**src/rtl/sf_sample_rebuild.sv**
```systemverilog
module sf_sample_rebuild #(
  parameter int SF_W  = 3,
  parameter int HI_W  = 11,
  parameter int LO_W  = 3,
  parameter int OUT_W = 16
) (
  input  logic             clk,
  input  logic             rst_n,
  input  logic             sf_valid,
  input  logic [SF_W-1:0]  sf_copy_a,
  input  logic [SF_W-1:0]  sf_copy_b,
  input  logic [SF_W-1:0]  sf_copy_c,
  input  logic             blk_start,
  input  logic             smp_valid,
  input  logic [HI_W-1:0]  smp_hi,
  input  logic [LO_W-1:0]  smp_lo,
  input  logic [1:0]       fmt_sel,
  output logic             out_valid,
  output logic [OUT_W-1:0] out_sample
);
  localparam int SMP_W  = HI_W + LO_W;
  localparam int WORK_W = SMP_W + (1 << SF_W) - 1;

  logic [SF_W-1:0] sf_vote, sf_pend, sf_cur, sf_use;
  logic signed [WORK_W-1:0] work, shifted;
  logic [OUT_W-1:0] twos, flip;

  assign sf_vote = (sf_copy_a & sf_copy_b) | (sf_copy_a & sf_copy_c) | (sf_copy_b & sf_copy_c);

  always_ff @(posedge clk) begin
    if (!rst_n) begin
      sf_pend <= '0;
      sf_cur  <= '0;
    end else begin
      if (sf_valid)  sf_pend <= sf_vote;
      if (blk_start) sf_cur  <= sf_pend;
    end
  end

  assign sf_use  = blk_start ? sf_pend : sf_cur;
  assign work    = {smp_hi, smp_lo, {(WORK_W-SMP_W){1'b0}}};
  assign shifted = work >>> sf_use;
  assign twos    = shifted[WORK_W-1 -: OUT_W];
  assign flip    = {fmt_sel[1] ^ fmt_sel[0], {(OUT_W-1){~fmt_sel[0]}}};

  always_ff @(posedge clk) begin
    if (!rst_n) begin
      out_valid  <= 1'b0;
      out_sample <= '0;
    end else begin
      out_valid <= smp_valid;
      if (smp_valid) out_sample <= twos ^ flip;
    end
  end
endmodule

```
**config.mk**
```make
export PLATFORM = sky130hd
export DESIGN_NAME = sf_sample_rebuild
export DESIGN_NICKNAME = d
export VERILOG_FILES = /design/src/rtl/sf_sample_rebuild.sv
export SDC_FILE = /design/constraint.sdc
export NUM_CORES = 1
export LEC_CHECK = 0
export BUFFER_PORTS_ARGS = -buffer_cell sky130_fd_sc_hd__buf_4
export CAP_MARGIN = 20
export CORE_MARGIN = 2
export CORE_UTILIZATION = 58
export CTS_BUF_LIST = sky130_fd_sc_hd__clkbuf_4 sky130_fd_sc_hd__clkbuf_8
export DETAILED_ROUTE_END_ITERATION = 12
export PLACE_DENSITY = 0.93
export SYNTH_ARGS = -nofsm -noshare
export SYNTH_HDL_FRONTEND = slang
export SYNTH_SLANG_ARGS = --single-unit
export TNS_END_PERCENT = 1
```
**constraint.sdc**
```tcl
create_clock -name clk -period 3.18 [get_ports clk]
set_clock_uncertainty 0.1 [all_clocks]
set_input_delay 0.159 -clock clk [delete_from_list [all_inputs] [get_ports clk]]
set_output_delay 0.159 -clock clk [all_outputs]
set_load 0.01 [all_outputs]
```
==> results of run 1 <==
## synth_stat cells
| cell | number |
|---|---|
| a211oi_1 | 5 |
| a21oi_1 | 12 |
| a21oi_2 | 1 |
| a22o_1 | 2 |
| a22oi_1 | 2 |
| a22oi_2 | 1 |
| a311o_1 | 1 |
| a311oi_1 | 2 |
| a31o_1 | 1 |
| a31oi_1 | 5 |
| a32oi_1 | 1 |
| and2_1 | 1 |
| and3_1 | 2 |
| buf_12 | 1 |
| buf_2 | 4 |
| buf_4 | 1 |
| buf_6 | 3 |
| clkbuf_1 | 4 |
| dfxtp_1 | 23 |
| inv_1 | 2 |
| mux2_2 | 3 |
| mux2_4 | 2 |
| mux2i_1 | 14 |
| mux2i_2 | 1 |
| mux2i_4 | 1 |
| mux4_1 | 10 |
| mux4_2 | 1 |
| nand2_1 | 10 |
| nand2b_1 | 1 |
| nand3_1 | 3 |
| nor2_1 | 16 |
| nor2b_1 | 2 |
| nor3_1 | 2 |
| o211ai_1 | 1 |
| o21ai_0 | 15 |
| o221ai_1 | 1 |
| xnor2_1 | 13 |
## through the flow
step	hold slack [ps]	util, %
2_1_floorplan	160	-
3_3_place_gp	282	72.3
3_5_place_dp	291	72.3
4_1_cts	0.136	74.4
5_1_grt	6.94	75.1
6_report	-1.92	75.1
## final timing paths
check	cells after the start	to	slack (ps)	from
hold / removal	3	sf_pend[0]	-2	sf_copy_a[0]
setup reg to reg	5	out_sample[0]	820	sf_cur[0]
hold reg to reg	2	out_sample[14]	390	out_sample[14]
setup / recovery	5	out_sample[0]	820	sf_cur[0]
## per-layer routing
| layer | wire [um] | vias up |
|---|---|---|
| li1 | - | 738 |
| met1 | 1850 | 756 |
| met2 | 2050 | 64 |
| met3 | 237 | 6 |
| met4 | 56 | 0 |
| met5 | 0 | - |
## cell usage in the layout, fill, tap and decap left out, drive strengths merged, types with 5 or more instances in the layout
master        n
a21oi        13
dlygate4sd3   5
mux2i        16
buf          49
dfxtp        23
a211oi        5
xnor2        13
o21ai        15
a31oi         5
nand2        10
mux4         11
nor2         16
mux2          5
## power breakdown
part           switching [uW]  leakage, uW  total (uW)  internal (uW)
logic                     139     0.000718         289            151
registers                14.0     0.000191         328            314
clock network            91.1    0.0000177         138           47.2
total                     244     0.000926         755            512
## final cells by class
class	instances	area, um^2
Clock buffer	3	22.5
Multi-Input combinational cell	132	1120
Sequential cell	23	460
Tap cell	31	38.8
Fill cell	193	687
Inverter	2	7.51
Clock inverter	1	5.00
Timing Repair Buffer	54	418
## registers in the layout, summed over array words and instances, names as in the netlist
| name | count |
|---|---|
| out_valid | 1 |
| out_sample | 16 |
| sf_cur | 3 |
| sf_pend | 3 |
## worst min-delay path, stage by stage
cell and delay [ps]:
buf_4 110, nand2_1 50, a31oi_1 70
## logic make-up after synthesis
kind of cell	count (synthesis)	share of synthesized area, %
compound gates	50	19.0
flops	23	27.4
buf+inv	15	6.17
simple gates	37	9.52
xor+xnor	13	6.77
mux	32	31.2
==> reports/metrics.cfg, run 1 <==
[detailed_routing]
drc_errors=0
drt_iter0_markers=47
num_vias=1564
firstDrtPassIters=4
post_drt_via_cell_ratio=6.36
ant_nets=0
totalWireLength_um=4190
post_drt_wl_per_cell_um=17.0

[clock_tree]
cts_resized=0
clock_latency_ps=320
cts.htree.levels=1
postCtsSetupBuffers=0
clkTransAtPathRegs_ps=130
clock_sinks=23
clockBufferDepth=2
hold_buffers=3
root_buffer=clkbuf_4
cts_buffers=3
cts_tree=built

[global_route]
grt_pass1_vias=1423
use_met2_pct=42.4
grt_usage_pct=26.2
antenna_found_initial=0
grtUsageMet1_pct=37.9
busiest_layer=met2
grt_use_met3_pct=2.01
grt_pass1_wl_um=6830
grt_max_degree=30
overflow=0

[worst_setup_path]
cpMaxStageDelayCell=mux4_1
path_delay_family=multiplexers
worst_setup_path_start_kind=flip-flop
crit_path_cell_trace=mux2i_4, mux4_1, a22oi_2, xnor2_1, a211oi_1
cp.arrival_ps=2510
worstPathRequired_ps=3320
slowest_delay_ps=680
end_kind=flip-flop
criticalPathCategory=flip-flop to flip-flop
cp_num_buf_inv=0
cp_max_fo=21

[power]
p_leak_uw=0.000926
p_total_uw=755
irDropWorstVdd_uv=320
power_density_nw_per_um2=365

[floorplanning]
core_region_area_um2=2760
die_width_um=57.9
fp.dieH_um=57.9
dieArea_um2=3350
rows=19
pin_count=47
initial_core_util_pct=61.0

[final_layout]
drive_gt1_share_pct=29.3
syn_to_final_growth_pct=23.0
fin_area_um2=2070
layoutNonFillerInstCount=246
final_nets=246
antenna_cells=0

[timing]
holdWs_ps=-1.92
drv_slew=0
post-route-min-period_ps=2360
slew_headroom_pct=47.1
fin_ws_ps=816
final.setup.tns_ps=0
worstMarginPinSlew_ps=776
finalCritPeriodShare_pct=74.3
max_freq_ghz=0.423
finalHoldViolCount=1
rsz0062_at_grt=no
setup_viol=0

[placement]
place_inst=237
gp_congestion=0.855
port_buffers=46
dp_hpwl_um=3020
post-place-ws_ps=778
placed_cell_area_um2=1990

[yosys]
synth_fp_nets=200
syn-cell-area_um2=1680
synth.area.top_cells=dfxtp_1 27%, mux4_1 16%, mux2i_1 8.3%
synth.largest_area_cell=dfxtp_1
ys_ff_latch=23
yosys_warnings=0
synth_cell_types=37
avgSynthCellArea_um2=9.90
synthDominantCellAreaShare_pct=27.4
synthCells=170
synth-seq-area-share_pct=27.4

[status]
status=finished with violations
violations=hold timing

[hold_path]
holdCritPathClass=primary input to flip-flop

[run]
maxCapViolations=0

(Power assumes the default switching activity.)
==> run 2, diff against run 1 <==
--- a/config.mk
+++ b/config.mk
@@ -5,13 +5,14 @@
 export SDC_FILE = /design/constraint.sdc
 export NUM_CORES = 1
 export LEC_CHECK = 0
+export ABC_AREA = 1
 export BUFFER_PORTS_ARGS = -buffer_cell sky130_fd_sc_hd__buf_4
 export CAP_MARGIN = 20
 export CORE_MARGIN = 2
-export CORE_UTILIZATION = 58
+export CORE_UTILIZATION = 55
 export CTS_BUF_LIST = sky130_fd_sc_hd__clkbuf_4 sky130_fd_sc_hd__clkbuf_8
 export DETAILED_ROUTE_END_ITERATION = 12
-export PLACE_DENSITY = 0.93
+export PLACE_DENSITY = 0.89
 export SYNTH_ARGS = -nofsm -noshare
 export SYNTH_HDL_FRONTEND = slang
 export SYNTH_SLANG_ARGS = --single-unit
==> constraint.sdc (replaced) <==
create_clock -name clk -period 2.2 [get_ports clk]
set_clock_uncertainty 0.1 [all_clocks]
set_input_delay 0.11 -clock clk [delete_from_list [all_inputs] [get_ports clk]]
set_output_delay 0.11 -clock clk [all_outputs]
set_load 0.01 [all_outputs]
==> run 2 against run 1 <==
Compared with the run above:
- the flow now finishes without violations
- utilization is 3.2 points lower
- flip-flop and latch count is the same
- setup slack worse by 460 ps
- non-clock buffer count up 1
- via count is 26% higher
- sequential power grew 42%
- synthesized cell count is 71% higher
- sequential share of layout area down 1.4 points
- final cell count is 54% higher
- first-iteration DRC count grew to 2.7 times the previous value
- critical path type is now primary input to flip-flop
- critical endpoint is now sf_pend[2]
- highest routed layer unchanged
==> reports/metrics.cfg, run 2 <==
[timing]
finalCritPeriodShare_pct=83.8
setup_viol=0  ; unchanged
post-route-min-period_ps=1840
finalHoldViolCount=0  ; -1
worstMarginPinSlew_ps=597  ; -180 ps
slew_headroom_pct=60.2  ; +13 points
fin_ws_ps=356  ; -460 ps
final.setup.tns_ps=0  ; unchanged
rsz0062_at_grt=no
max_freq_ghz=0.542
drv_slew=0  ; unchanged

[global_route]
antenna_found_initial=0  ; unchanged
grt_usage_pct=25.6  ; -0.62 points
overflow=0  ; unchanged
grt_max_degree=34  ; +13%
grt_pass1_vias=1754  ; +23%
grt_pass1_wl_um=7330  ; +7.3%

[floorplanning]
die_width_um=61.2  ; +5.7%
initial_core_util_pct=58.4  ; -2.7 points
pin_count=47  ; unchanged
fp.dieH_um=61.2  ; +5.7%
rows=20  ; +1
core_region_area_um2=3080  ; +12%
dieArea_um2=3740  ; +12%

[detailed_routing]
drt_iter0_markers=128  ; +170%
post_drt_wl_per_cell_um=11.6  ; -32%
firstDrtPassIters=4  ; unchanged
num_vias=1971  ; +26%
totalWireLength_um=4400  ; +5.0%
ant_nets=0  ; unchanged
post_drt_via_cell_ratio=5.20  ; -18%
drc_errors=0  ; unchanged

[placement]
gp_congestion=0.887  ; +3.7%
place_inst=366  ; +54%
port_buffers=46  ; unchanged
dp_hpwl_um=3170  ; +4.7%
post-place-ws_ps=522  ; -256 ps

[worst_setup_path]
worst_setup_path_start_kind=primary input
criticalPathCategory=primary input to flip-flop
end_kind=flip-flop
cp_max_fo=2  ; -90%
cp.arrival_ps=1990  ; -520 ps
cpMaxStageDelayCell=dlygate4sd3_1
cp_num_buf_inv=4  ; +4
path_delay_family=buffers and inverters
crit_path_frequent_cell=dlygate4sd3_1
crit_path_cell_trace=dlygate4sd3_1, buf_4, nand2_1, dlygate4sd3_1, a31oi_1, dlygate4sd3_1
r2r_slack_ps=460  ; -360 ps
worstPathRequired_ps=2340  ; -980 ps
slowest_delay_ps=550  ; -130 ps

[final_layout]
largest_register_ffs=16  ; unchanged
layout_common_cells=75 x nand3_1, 63 x nand2_1, 46 x buf_4, 33 x nor2_1, 30 x inv_1
drive_gt1_share_pct=23.0  ; -6.3 points
layoutNonFillerInstCount=379  ; +54%
fill_cells=288  ; +49%
final_nets=366  ; +49%
syn_to_final_growth_pct=23.1  ; about the same
top_regs=out_sample (16), sf_cur (3), sf_pend (3)
layout_commonest_cell=nand3_1
antenna_cells=0  ; unchanged
largest_register=out_sample
ff_latch_area_um2=460  ; unchanged
post-route-util_pct=71.9  ; -3.2 points
multi_input_area_um2=1110  ; -1.1%

[yosys]
yosys_warnings=0  ; unchanged
yosysMostFrequentCell=nand3_1
synth-seq-area-share_pct=25.6  ; -1.7 points
syn-cell-area_um2=1800  ; +6.8%
ys_ff_latch=23  ; unchanged
synth_ff_type=dfxtp_1
synth_edf_count=0  ; unchanged
avgSynthCellArea_um2=6.20  ; -37%
synth_cell_types=26  ; -30%
synth_fp_nets=320  ; +60%
synthArstFlopShare_pct=0  ; unchanged
synth.area.top_cells=dfxtp_1 26%, nand3_1 21%, nand2_1 13%
synth.largest_area_cell=dfxtp_1
ys_top_cells_by_count=75 x nand3_1, 63 x nand2_1, 33 x nor2_1
synthDominantCellAreaShare_pct=25.6  ; -1.7 points
synthCells=290  ; +71%

[clock_tree]
clkTransAtPathRegs_ps=130  ; about the same
root_buffer=clkbuf_4
clockBufferDepth=2  ; unchanged
clock_sinks=23  ; unchanged
clock_latency_ps=340  ; +20 ps
cts_resized=0  ; unchanged
cts_tree=built
cts_buffers=3  ; unchanged
postCtsSetupBuffers=0  ; unchanged
cts.htree.levels=1  ; unchanged

[hold_path]
holdCritPathClass=primary input to flip-flop

[power]
irDropWorstVdd_uv=396  ; +24%
p_leak_uw=0.00121  ; +30%
power_density_nw_per_um2=500  ; +37%

[run]
maxCapViolations=0  ; unchanged

[status]
status=complete, no violations

run 2: area by class of cell:
cell class                 count  share of cell area, %
sequential                    23                   20.8
inverter                      33                   5.66
multi-input combinational    220                   50.0
timing repair buffer          55                   19.7
tap                           44                   2.49
clock inverter                 1                  0.339
clock buffer                   3                   1.02
run 2: path summary, 6_finish.rpt:
| check | startpoint | end | depth (start not counted) |
|---|---|---|---|
| hold reg to reg | out_sample[13] | out_sample[13] | 2 |
| hold / removal | smp_valid | out_valid | 3 |
| setup reg to reg | sf_pend[1] | out_sample[6] | 10 |
| setup / recovery | sf_copy_b[2] | sf_pend[2] | 6 |
run 2: layer usage:
metal / vias to the layer above / wire length, um / track usage (%)
li1: 1039 / - / -
met1: 871 / 1990 / 32.5
met2: 54 / 2110 / 44.1
met3: 7 / 246 / 4.41
met4: 0 / 56 / 7.76
met5: - / 0 / 0
run 2: worst min-delay path, cell delays in order:
cell and delay [ps]:
buf_4 210, nand2_1 90, inv_1 30
run 2: through the flow:
stage / hold slack, ps / total power, uW / area (um^2)
2_1_floorplan: 118 / 761 / 1800
3_3_place_gp: 245 / 875 / 2090
6_report: 24.5 / 1110 / 2210
3_5_place_dp: 245 / 882 / 2090
4_1_cts: 25.9 / 1110 / 2210
5_1_grt: 37.3 / 1180 / 2210
run 2: kinds of logic after synthesis:
kind of cell    Yosys count  synth area share (%)
flops                    23                  25.6
xor+xnor                  2                 0.975
simple gates            195                  53.4
buf+inv                  47                  12.8
compound gates           23                  7.17
run 2: power breakdown:
part | switching [uW] | leakage (uW) | internal (uW)
logic | 241 | 0.00100 | 182
registers | 16.8 | 0.000191 | 450
clock network | 146 | 0.0000139 | 70.0
total | 404 | 0.00121 | 703
run 2: timing repair:
action,CTS,global route
setup endpoints to repair,0,0
hold endpoints to repair,9,0
hold buffers,9,0
==> run 3, diff against run 2 <==
==> constraint.sdc (replaced) <==
create_clock -name clk -period 1.93 [get_ports clk]
set_clock_uncertainty 0.1 [all_clocks]
set_input_delay 0.0965 -clock clk [delete_from_list [all_inputs] [get_ports clk]]
set_output_delay 0.0965 -clock clk [all_outputs]
set_load 0.01 [all_outputs]
==> run 3 against run 2 <==
Compared with the run above:
- flip-flop and latch count unchanged
- sequential power increased by 15%
- register-to-register slack got worse by 210 ps
- critical endpoint is now sf_pend[1]
- non-clock buffer count increased by 2
- die area unchanged
- power increased by 16%
- via count increased by 2.2%
- first-iteration DRC count decreased by 41%
- combinational power increased by 17%
- largest cell class unchanged
- global-route usage increased by 2.9 points
==> reports/metrics.cfg, run 3 (synthesis results as in run 2) <==
[final_layout]
antenna_cells=0  ; unchanged
ff_latch_area_um2=460  ; unchanged
drive_gt1_share_pct=23.4  ; +0.46 points
layout_commonest_cell=nand3_1
fill_cells=261  ; -9.4%
final_nets=368  ; +0.55%
largest_register_ffs=16  ; unchanged
layout_common_cells=75 x nand3_1, 63 x nand2_1, 48 x buf_4, 33 x nor2_1, 30 x inv_1
post-route-util_pct=72.6  ; +0.73 points
multi_input_area_um2=1110  ; +0.45%
largest_register=out_sample
top_regs=out_sample (16), sf_cur (3), sf_pend (3)
syn_to_final_growth_pct=24.4

[detailed_routing]
met1_length_um=2040  ; +2.5%
drt_iter0_markers=75  ; -41%
post_drt_via_cell_ratio=5.29  ; +1.7%
drc_errors=0  ; unchanged
highest_layer=met4
wl_met2_um=2210  ; +4.7%
firstDrtPassIters=4  ; unchanged
num_vias=2015  ; +2.2%
wl_met3_um=282  ; +15%
post_drt_wl_per_cell_um=12.2  ; +4.8%
totalWireLength_um=4640  ; +5.4%
ant_nets=0  ; unchanged

[power]
pwr-share-clk_pct=19.6  ; about the same
power.switching_uw=473  ; +17%
p_int_uw=805  ; +15%
p_comb_share_pct=38.6  ; +0.3 points
seqPwrFrac_pct=41.8  ; -0.4 points
p_leak_uw=0.00124  ; +2.4%
p_sw_share_pct=37.0  ; +0.49 points
irDropWorstVdd_uv=590  ; +49%
power_density_nw_per_um2=572  ; +14%

[global_route]
grt_max_degree=34  ; unchanged
grt_pass1_vias=1886  ; +7.5%
overflow=0  ; unchanged
grt_usage_pct=28.5  ; +2.9 points
antenna_found_initial=0  ; unchanged
grt_pass1_wl_um=8090  ; +10%

[worst_setup_path]
reg2reg_from=sf_pend[1]
crit_path_cell_trace=dlygate4sd3_1, buf_4, nand2_1, dlygate4sd3_1, a31oi_1, dlygate4sd3_1
worstPathRequired_ps=2060  ; -280 ps
cp_max_fo=2  ; unchanged
cp.arrival_ps=1980  ; about the same
end_kind=flip-flop
crit_path_frequent_cell=dlygate4sd3_1
startpoint=sf_copy_b[1]
worst_setup_path_start_kind=primary input
worstRegToRegCells=10  ; unchanged
r2r_slack_ps=250  ; -210 ps
worstSetupEndpoint=sf_pend[1]
slowest_delay_ps=560  ; about the same
cpMaxStageDelayCell=dlygate4sd3_1
criticalPathCategory=primary input to flip-flop
reg2reg_to=out_sample[13]

[status]
status=complete, no violations

[clock_tree]
clockBufferDepth=2  ; unchanged
cts_tree=built
cts_buffers=3  ; unchanged
clock_latency_ps=330  ; about the same
clkTransAtPathRegs_ps=140  ; about the same
root_buffer=clkbuf_4
cts.htree.levels=1  ; unchanged
clock_sinks=23  ; unchanged

[timing]
rsz0062_at_grt=no
slew_headroom_pct=70.9  ; +11 points
fin_ws_ps=81.8  ; -274 ps
drv_slew=0  ; unchanged
holdWs_ps=17.8  ; -6.68 ps
finalHoldViolCount=0  ; unchanged
max_freq_ghz=0.541
setup_viol=0  ; unchanged
post-route-min-period_ps=1850
final.setup.tns_ps=0  ; unchanged
worstMarginPinSlew_ps=437  ; -160 ps
finalCritPeriodShare_pct=95.8

[placement]
dp_hpwl_um=3260  ; +3.0%
port_buffers=46  ; unchanged
gp_congestion=0.968  ; +9.1%
post-place-ws_ps=283  ; -239 ps

[floorplanning]
dieArea_um2=3740  ; unchanged
fp.dieH_um=61.2  ; unchanged
rows=20  ; unchanged
pin_count=47  ; unchanged
core_region_area_um2=3080  ; unchanged
initial_core_util_pct=58.4  ; unchanged
die_width_um=61.2  ; unchanged

[run]
maxCapViolations=0  ; unchanged

[hold_path]
holdCritPathClass=primary input to flip-flop

-- run 3: cell count changes in the layout (fill, tap and decap cells not counted) --
cell,change
nand2_4,+1
dlygate4sd3_1,-1
nand2_2,-1
buf_4,+2
dlymetal6s4s_1,+1
-- run 3: power by group through the flow --
stage          Combinational [uW]  Sequential (uW)  Clock (uW)
6_report                      493              535         251
5_1_grt                       559              539         280
4_1_cts                       485              533         250
3_5_place_dp                  468              543           0
3_3_place_gp                  461              542           0
2_1_floorplan                 312              555           0
-- run 3: cell type report --
| class | count | share of cell area [%] |
|---|---|---|
| inverters | 33 | 5.60 |
| flip-flops and latches | 23 | 20.6 |
| well taps | 44 | 2.46 |
| repair buffers | 57 | 20.3 |
| clock buffers | 3 | 1.01 |
| multi-input cells | 220 | 49.7 |
| clock inverters | 1 | 0.336 |
-- run 3: worst min-delay path by stage --
| stage | from | depth (start not counted) | end |
|---|---|---|---|
| after global placement | sf_valid | 2 | sf_pend[2] |
| final | smp_valid | 3 | out_valid |
| after detailed placement | sf_valid | 2 | sf_pend[2] |
| after global routing | smp_valid | 3 | out_valid |
| after floorplan | sf_valid | 1 | sf_pend[0] |
| after CTS | smp_valid | 3 | out_valid |
-- run 3: through the flow --
step	cells	total power, uW	instance area [um^2]
after floorplan	290	868	1800
after global placement	368	1000	2110
after detailed placement	368	1010	2110
after CTS	381	1270	2230
after global routing	381	1380	2230
final	381	1280	2230
-- run 3: timing repair --
item,4_1_cts,5_1_grt
gates resized for setup,0,2
setup endpoints to repair,0,2
endpoints found under the hold margin,9,0
hold buffers,9,0
setup buffers,0,0
-- run 3: worst max-delay path: cells and delay by family --
kind | cells | cell delay, ps
AND/OR/NAND/NOR | 1 | 40
AO/OA/AOI/OAI | 1 | 80
buffers and inverters | 4 | 1770
-- run 3: metal layers --
metal	up-vias	track usage, %
met4	0	11.2
met5	-	0
met1	882	35.3
met3	14	6.30
li1	1043	-
met2	76	48.0
